`config.mk`:
```
export PLATFORM = sky130hd
export DESIGN_NAME = ddr_bringup_seq
export DESIGN_NICKNAME = d
export VERILOG_FILES = /design/src/rtl/ddr_bringup_seq.sv
export SDC_FILE = /design/constraint.sdc
export NUM_CORES = 1
export LEC_CHECK = 0
export ABC_AREA = 0
export BUFFER_PORTS_ARGS = -buffer_cell sky130_fd_sc_hd__buf_2
export CORE_MARGIN = 2
export CORE_UTILIZATION = 35
export DETAILED_ROUTE_END_ITERATION = 8
export PLACE_DENSITY = 0.59
export SYNTH_ARGS = -nofsm -noshare
export SYNTH_HDL_FRONTEND = slang
export SYNTH_SLANG_ARGS = --single-unit
```
`constraint.sdc`:
```
create_clock -name clk -period 3.06 [get_ports clk]
set_input_delay 0.918 -clock clk [delete_from_list [all_inputs] [get_ports clk]]
set_output_delay 0.918 -clock clk [all_outputs]
set_load 0.005 [all_outputs]
```
`src/rtl/ddr_bringup_seq.sv`:
```
module ddr_bringup_seq #(
  parameter int ADDR_W    = 13,
  parameter int T_WAIT    = 40000,
  parameter int T_RP      = 3,
  parameter int T_RFC     = 15,
  parameter int T_MRD     = 2,
  parameter int T_DLL     = 200,
  parameter bit ALT_ORDER = 1'b0
) (
  input  logic              clk,
  input  logic              rst_n,
  input  logic              start,
  input  logic [ADDR_W-1:0] mode_code,
  input  logic [ADDR_W-1:0] ext_code,
  output logic              cke,
  output logic              cs_n,
  output logic              ras_n,
  output logic              cas_n,
  output logic              we_n,
  output logic [1:0]        ba,
  output logic [ADDR_W-1:0] addr,
  output logic              init_done
);

  function automatic int imax(int a, int b);
    return (a > b) ? a : b;
  endfunction

  localparam int CMAX   = imax(imax(T_WAIT, T_DLL), imax(imax(T_RP, T_RFC), T_MRD));
  localparam int CNT_W  = $clog2(CMAX + 1);
  localparam int DLL_W  = $clog2(T_DLL + 1);
  localparam int STEPS  = 7;

  localparam logic [3:0] C_NOP = 4'b0111;
  localparam logic [3:0] C_PRE = 4'b0010;
  localparam logic [3:0] C_REF = 4'b0001;
  localparam logic [3:0] C_LMR = 4'b0000;

  localparam logic [ADDR_W-1:0] BIT10 = ADDR_W'(1) << 10;
  localparam logic [ADDR_W-1:0] BIT8  = ADDR_W'(1) << 8;

  typedef enum logic [2:0] {K_PRE, K_EXT, K_MDLL, K_REF, K_MFIN} op_t;
  typedef enum logic [1:0] {S_IDLE, S_RUN, S_FIN, S_DONE} st_t;

  function automatic op_t step_op(logic [2:0] i);
    case (i)
      3'd0:    return K_PRE;
      3'd1:    return K_EXT;
      3'd2:    return K_MDLL;
      3'd3:    return ALT_ORDER ? K_REF : K_PRE;
      3'd4:    return K_REF;
      3'd5:    return ALT_ORDER ? K_PRE : K_REF;
      default: return K_MFIN;
    endcase
  endfunction

  function automatic int gap_of(op_t o);
    case (o)
      K_PRE:   return T_RP;
      K_REF:   return T_RFC;
      default: return T_MRD;
    endcase
  endfunction

  st_t               st;
  logic [2:0]        step;
  logic [CNT_W-1:0]  cnt;
  logic [DLL_W-1:0]  dll_cnt;
  logic              cke_q, done_q;
  logic [3:0]        cmd_q;
  logic [1:0]        ba_q;
  logic [ADDR_W-1:0] addr_q;

  op_t               op;
  logic [3:0]        nx_cmd;
  logic [1:0]        nx_ba;
  logic [ADDR_W-1:0] nx_addr;

  assign op = step_op(step);

  always_comb begin
    nx_cmd  = C_LMR;
    nx_ba   = 2'b00;
    nx_addr = '0;
    case (op)
      K_PRE:  begin nx_cmd = C_PRE; nx_addr = BIT10; end
      K_EXT:  begin nx_ba = 2'b01; nx_addr = ext_code; end
      K_MDLL: nx_addr = mode_code | BIT8;
      K_REF:  nx_cmd = C_REF;
      default: nx_addr = mode_code & ~BIT8;
    endcase
  end

  always_ff @(posedge clk or negedge rst_n) begin
    if (!rst_n) begin
      st      <= S_IDLE;
      step    <= '0;
      cnt     <= '0;
      dll_cnt <= '0;
      cke_q   <= 1'b0;
      done_q  <= 1'b0;
      cmd_q   <= C_NOP;
      ba_q    <= '0;
      addr_q  <= '0;
    end else begin
      cmd_q  <= C_NOP;
      ba_q   <= '0;
      addr_q <= '0;
      if (dll_cnt != '0) dll_cnt <= dll_cnt - DLL_W'(1);
      case (st)
        S_IDLE: if (start) begin
          cke_q <= 1'b1;
          cnt   <= CNT_W'(T_WAIT - 1);
          st    <= S_RUN;
        end
        S_RUN: if (cnt != '0) begin
          cnt <= cnt - CNT_W'(1);
        end else begin
          cmd_q  <= nx_cmd;
          ba_q   <= nx_ba;
          addr_q <= nx_addr;
          cnt    <= CNT_W'(gap_of(op) - 1);
          if (op == K_MDLL) dll_cnt <= DLL_W'(T_DLL - 1);
          step   <= step + 3'd1;
          if (int'(step) == STEPS - 1) st <= S_FIN;
        end
        S_FIN: begin
          if (cnt != '0) cnt <= cnt - CNT_W'(1);
          else if (dll_cnt == '0) begin
            done_q <= 1'b1;
            st     <= S_DONE;
          end
        end
        default: ;
      endcase
    end
  end

  assign cke       = cke_q;
  assign {cs_n, ras_n, cas_n, we_n} = cmd_q;
  assign ba        = ba_q;
  assign addr      = addr_q;
  assign init_done = done_q;

endmodule

```
==> out/metrics.yaml, run 1 <==
timing:
  post-route-period-util_pct: 86.6
  rsz0062_at_grt: "false"
  fin_tns_setup_ns: 0
  hold_viol: 0
  relSlewSlack_pct: 57.5
  setup_viol: 0
  period_needed_ns: 2.65
  setup_slack_ns: 0.410
  fmax_mhz: 377
  maxSlewViolCount: 0
  skew_ns: 0.0113
  tightest_slew_ns: 0.634
clock_network:
  clk_latency_ns: 0.30
  cts_tree: "done"
  numCtsBuffers: 5
  hold_buffers: 0
  cts_root_buf: "clkbuf_8"
  cts_sinks: 48
  h-tree-depth: 2
  cts.path.max_buffers: 2
  post-cts-setup-buffer-count: 0
  ctsResizeCount: 0
  clk_pin_slew_worst_paths_ns: 0.10
logic_synthesis:
  ys_ff_latch: 48
  yosysSeqAreaShare_pct: 47.0
  yosysWarnings: 0
  yosysUniqueCellTypes: 53
  synthFlopType: "dfrtp_1"
  synth-edff-count: 0
  syn_inst: 255
  syn_area_per_cell_sq_um: 10.1
  synth_area_sq_um: 2560
  async_flop_share_pct: 100
worst_setup_path:
  crit_buf_inv: 2
  slowest_stage: "or3_1"
  cp_data_arrival_time_ns: 2.86
  cpLargestDelayFamily: "simple AND/OR/NAND/NOR gates"
  critPathKind: "flip-flop to flip-flop"
  crit_chain: "inv_1, ha_1, nor3b_2, buf_4, and3_1, nand3_1, or3_1, o211ai_1"
  start_kind: "flip-flop"
  cp_data_required_time_ns: 3.27
  critPathMaxFanout: 12
  crit_path_end_kind: "flip-flop"
  critPathMaxStageDelay_ns: 0.57
drt:
  routed_wl_um: 5540
  num_vias: 2080
  routedWlPerCell_um: 13.7
  ant_nets: 0
  viasPerCell: 5.12
  drt_iter0_drc: 98
  drc: 0
  drtPass1Iterations: 4
layout:
  syn2layout_area_growth_pct: 19.0
  drive_gt1_share_pct: 24.1
  finalNonFillerCells: 406
  diodes: 0
  final_nets: 348
  fillers: 698
  utilization_pct: 42.5
place:
  dp_hpwl_um: 4050
  post-place-ws_ns: 0.438
  gp_congestion: 0.810
  place_inst: 398
  io_buffers: 46
global_routing:
  antenna_found_initial: 0
  grt_pass1_vias: 2110
  grt_max_degree: 49
  track_usage_pct: 15.6
  grt_pass1_wl_um: 9830
  grt_overflow: 0
floorplan:
  die_y_um: 89.6
  start_util_pct: 35.7
  die-width_um: 89.6
  core_area_sq_um: 7180
  die_area_sq_um: 8030
  floorplan.rows: 31
  io_pins: 50
power_and_ir_drop:
  p_per_area_nw_per_um2: 372
  power.leakage_nw: 1.49
  max-vdd-ir-drop_v: 0.000224
min_path:
  hp-class: "flip-flop to flip-flop"
run:
  cap_violations: 0
run_status:
  outcome: "complete, no violations"
-- flip-flops by register name (all words and copies together) (netlist names) --
name and flops:
cnt 16, dll_cnt 8, init_done 1, cmd_q 3
ba 1, addr 13, cke 1, st 2
step 3
-- metrics by stage --
stage | area [sq um] | total power [mW] | hold WS (ns)
floorplan | 2570 | 0.649 | 0.451
global placement | 2940 | 0.677 | 0.445
detailed placement | 2940 | 0.677 | 0.441
CTS | 3050 | 1.15 | 0.465
global route | 3050 | 1.18 | 0.487
finish | 3050 | 1.14 | 0.462
-- placed cells by master (no fill, tap or decap), types with 5 or more instances in the layout --
| cell | instances |
|---|---|
| or3_1 | 6 |
| dfrtp_1 | 45 |
| inv_1 | 13 |
| nand3_1 | 7 |
| clkbuf_8 | 5 |
| a21oi_1 | 6 |
| nor3_1 | 16 |
| a31oi_1 | 8 |
| ha_1 | 13 |
| nand2_1 | 14 |
| a22o_1 | 11 |
| a221o_1 | 5 |
| buf_4 | 10 |
| o21ai_0 | 18 |
| xnor2_1 | 8 |
| nor2_1 | 17 |
| buf_2 | 46 |
-- synth_stat cells (all sizes together), types with 7 or more instances --
cell type,count,area (sq um)
nor3,16,80.1
a31oi,8,50.1
clkbuf,7,26.3
xnor2,8,70.1
dfrtp,45,1130
nand3,8,45.0
nor2,17,63.8
nand2,14,52.6
a22o,11,96.3
ha,13,163
inv,13,48.8
o21ai,18,90.1
-- path summary, 6_finish.rpt --
check	startpoint	end	slack [ns]	cells past startpoint
setup / recovery	cnt[0]	dll_cnt[1]	0.41	8
min in group asynchronous	rst_n	cnt[12]	0.68	2
setup reg to reg	cnt[0]	dll_cnt[1]	0.41	8
hold / removal	cke	cke	0.46	1
max in group asynchronous	rst_n	addr[8]	1.95	2
hold reg to reg	cke	cke	0.46	1
-- routing by layer --
| layer | GRT usage, % | vias to the layer above | part of all wire (%) |
|---|---|---|---|
| met4 | 5.02 | 0 | 1.1 |
| li1 | - | 1040 | - |
| met2 | 24.6 | 59 | 45 |
| met3 | 2.93 | 5 | 5.7 |
| met5 | 0 | - | 0 |
| met1 | 21.8 | 976 | 49 |
-- power by group --
group / switching, mW / internal, mW / total (mW)
combinational: 0.0169 / 0.0129 / 0.0297
clock: 0.225 / 0.246 / 0.472
sequential: 0 / 0.634 / 0.634
total: 0.242 / 0.893 / 1.14
-- final cells by class --
class	instances	area, sq um	area share (%)
flip-flops and latches	48	1200	39.5
inverters	13	48.8	1.60
repair buffers	56	305	10.0
multi-input cells	182	1250	41.0
clock inverters	3	47.5	1.56
clock buffers	5	68.8	2.26
well taps	99	124	4.06
-- cell families after synthesis --
group                      Yosys count  share of synthesized area [%]
and+or+nand+nor                     81                           17.2
AOI/OAI and AO/OA                   73                           20.4
DFF                                 48                           47.0
buffers and inverters               26                           4.29
adders and majority gates           13                           6.34
xor gates and xnor gates            10                           3.42
muxes                                3                           1.22
other                                1                          0.146
(Power assumes the default switching activity.)
==> run 2, diff against run 1 <==
--- a/config.mk
+++ b/config.mk
@@ -6,11 +6,11 @@
 export NUM_CORES = 1
 export LEC_CHECK = 0
 export ABC_AREA = 0
-export BUFFER_PORTS_ARGS = -buffer_cell sky130_fd_sc_hd__buf_2
 export CORE_MARGIN = 2
 export CORE_UTILIZATION = 35
 export DETAILED_ROUTE_END_ITERATION = 8
-export PLACE_DENSITY = 0.59
+export DONT_BUFFER_PORTS = 1
+export PLACE_DENSITY = 0.53
 export SYNTH_ARGS = -nofsm -noshare
 export SYNTH_HDL_FRONTEND = slang
 export SYNTH_SLANG_ARGS = --single-unit
==> run 2 against run 1 <==
Net effect:
- register-to-register slack better by 0.07 ns
- worst setup slack gained 0.065 ns
- sequential share of layout area increased by 3.4 points
- largest cell class unchanged
- total power down 1.2%
- critical path depth is 1 lower
- non-clock buffer count down 48
- first-iteration DRC count up 9.2%
- die area did not move
- routed wire length grew 5.4%
- clock power grew 3%
- highest routed layer unchanged
==> out/metrics.yaml, run 2 (synthesis gave the netlist of run 1 again) <==
layout:
  design_area_sq_um: 2810
  multiInputGateArea_sq_um: 1250
  diodes: 0
  register_area_sq_um: 1200
  fillers: 720
  final_nets: 300
  final_cell_mix: "dfrtp_1 (45), o21ai_0 (18), nor2_1 (17), nor3_1 (16), nand2_1 (14)"
  largest-register: "cnt"
  drive_gt1_share_pct: 10.0
  utilization_pct: 39.2
  layout_commonest_cell: "dfrtp_1"
  finalNonFillerCells: 358
  largest_reg_flops: 16
  syn2layout_area_growth_pct: 9.66
worst_setup_path:
  crit_cells: 7
  critPathKind: "flip-flop to flip-flop"
  r2r_end: "dll_cnt[7]"
  crit_buf_inv: 1
  start_kind: "flip-flop"
  reg2reg_from: "cnt[0]"
  cp_data_required_time_ns: 3.28
  crit_path_end_kind: "flip-flop"
  critPathMaxStageDelay_ns: 0.58
  slowest_stage: "or3_1"
  cpLargestDelayFamily: "simple AND/OR/NAND/NOR gates"
  r2r_slack_ns: 0.47
  cp_data_arrival_time_ns: 2.81
  crit_chain: "inv_1, ha_1, nor3b_2, and3_1, nand3_1, or3_1, o21ai_0"
  reg2reg_depth: 7
  critPathMaxFanout: 12
drt:
  viasPerCell: 5.60
  drt_iter0_drc: 107
  ant_nets: 0
  routed_wl_um: 5840
  routedWlPerCell_um: 16.3
  drc: 0
  num_vias: 2005
  drtPass1Iterations: 4
timing:
  setup_slack_ns: 0.475
  post-route-period-util_pct: 84.5
  rsz0062_at_grt: "false"
  fmax_mhz: 387
  period_needed_ns: 2.59
  hold_viol: 0
  maxSlewViolCount: 0
  fin_hold_ws_ns: 0.298
  tightest_slew_ns: 0.720
  relSlewSlack_pct: 51.8
  fin_tns_setup_ns: 0
  skew_ns: 0.00674
  setup_viol: 0
clock_network:
  clk_pin_slew_worst_paths_ns: 0.09
  clk_latency_ns: 0.30
  post-cts-setup-buffer-count: 0
  cts_sinks: 48
  hold_buffers: 0
  numCtsBuffers: 5
  cts.path.max_buffers: 2
  cts_tree: "done"
  h-tree-depth: 2
  ctsResizeCount: 0
  cts_root_buf: "clkbuf_8"
place:
  post-place-ws_ns: 0.449
  gp_congestion: 0.802
  post_dp_cell_area_sq_um: 2690
  place_inst: 350
  dp_hpwl_um: 4130
  io_buffers: 0
min_path:
  hp-class: "primary input to asynchronous set/reset pin"
power_and_ir_drop:
  power.leakage_nw: 1.28
  p_per_area_nw_per_um2: 399
  p_total_mw: 1.12
  max-vdd-ir-drop_v: 0.000169
floorplan:
  die_y_um: 89.6
  die_area_sq_um: 8030
  floorplan.rows: 31
  start_util_pct: 35.7
  io_pins: 50
  core_area_sq_um: 7180
  die-width_um: 89.6
global_routing:
  grt_pass1_wl_um: 9680
  grt_max_degree: 49
  antenna_found_initial: 0
  track_usage_pct: 15.6
  grt_overflow: 0
  grt_pass1_vias: 1984
run:
  cap_violations: 0
run_status:
  outcome: "complete, no violations"
==> run 2: cell types whose count changed in the layout (fill, tap and decap cells not counted), sizes merged <==
cell,previous run,this run
buf,56,8
clkbuf,5,6
clkinv,2,1
==> run 2: worst max-delay path by stage <==
stage	start	end	slack (ns)
6_report	cnt[0]	dll_cnt[7]	0.47
5_1_grt	cnt[0]	addr[1]	0.20
4_1_cts	cnt[0]	dll_cnt[7]	0.42
3_5_place_dp	cnt[0]	dll_cnt[1]	0.45
3_3_place_gp	start	cnt[10]	0.46
2_1_floorplan	start	cnt[15]	0.77
==> run 2: final cells by class <==
cell class,instances,share of cell area [%]
multi-input cells,182,44.5
flip-flops and latches,48,42.9
well taps,99,4.41
clock buffers,6,2.94
repair buffers,8,2.14
inverters,13,1.74
clock inverters,2,1.38
==> run 2: per-layer routing <==
metal	wire [um]	global-route usage, %	vias up
li1	-	-	944
met1	2760	20.9	987
met2	2650	25.3	65
met3	353	3.11	9
met4	85	4.75	0
met5	0	0	-
==> run 2: report_power, final <==
part           switching, mW  internal, mW  leakage (nW)  total [mW]
Sequential                 0         0.634         0.624       0.634
Combinational       0.000583      0.000200         0.595    0.000783
Clock                  0.219         0.267        0.0614       0.486
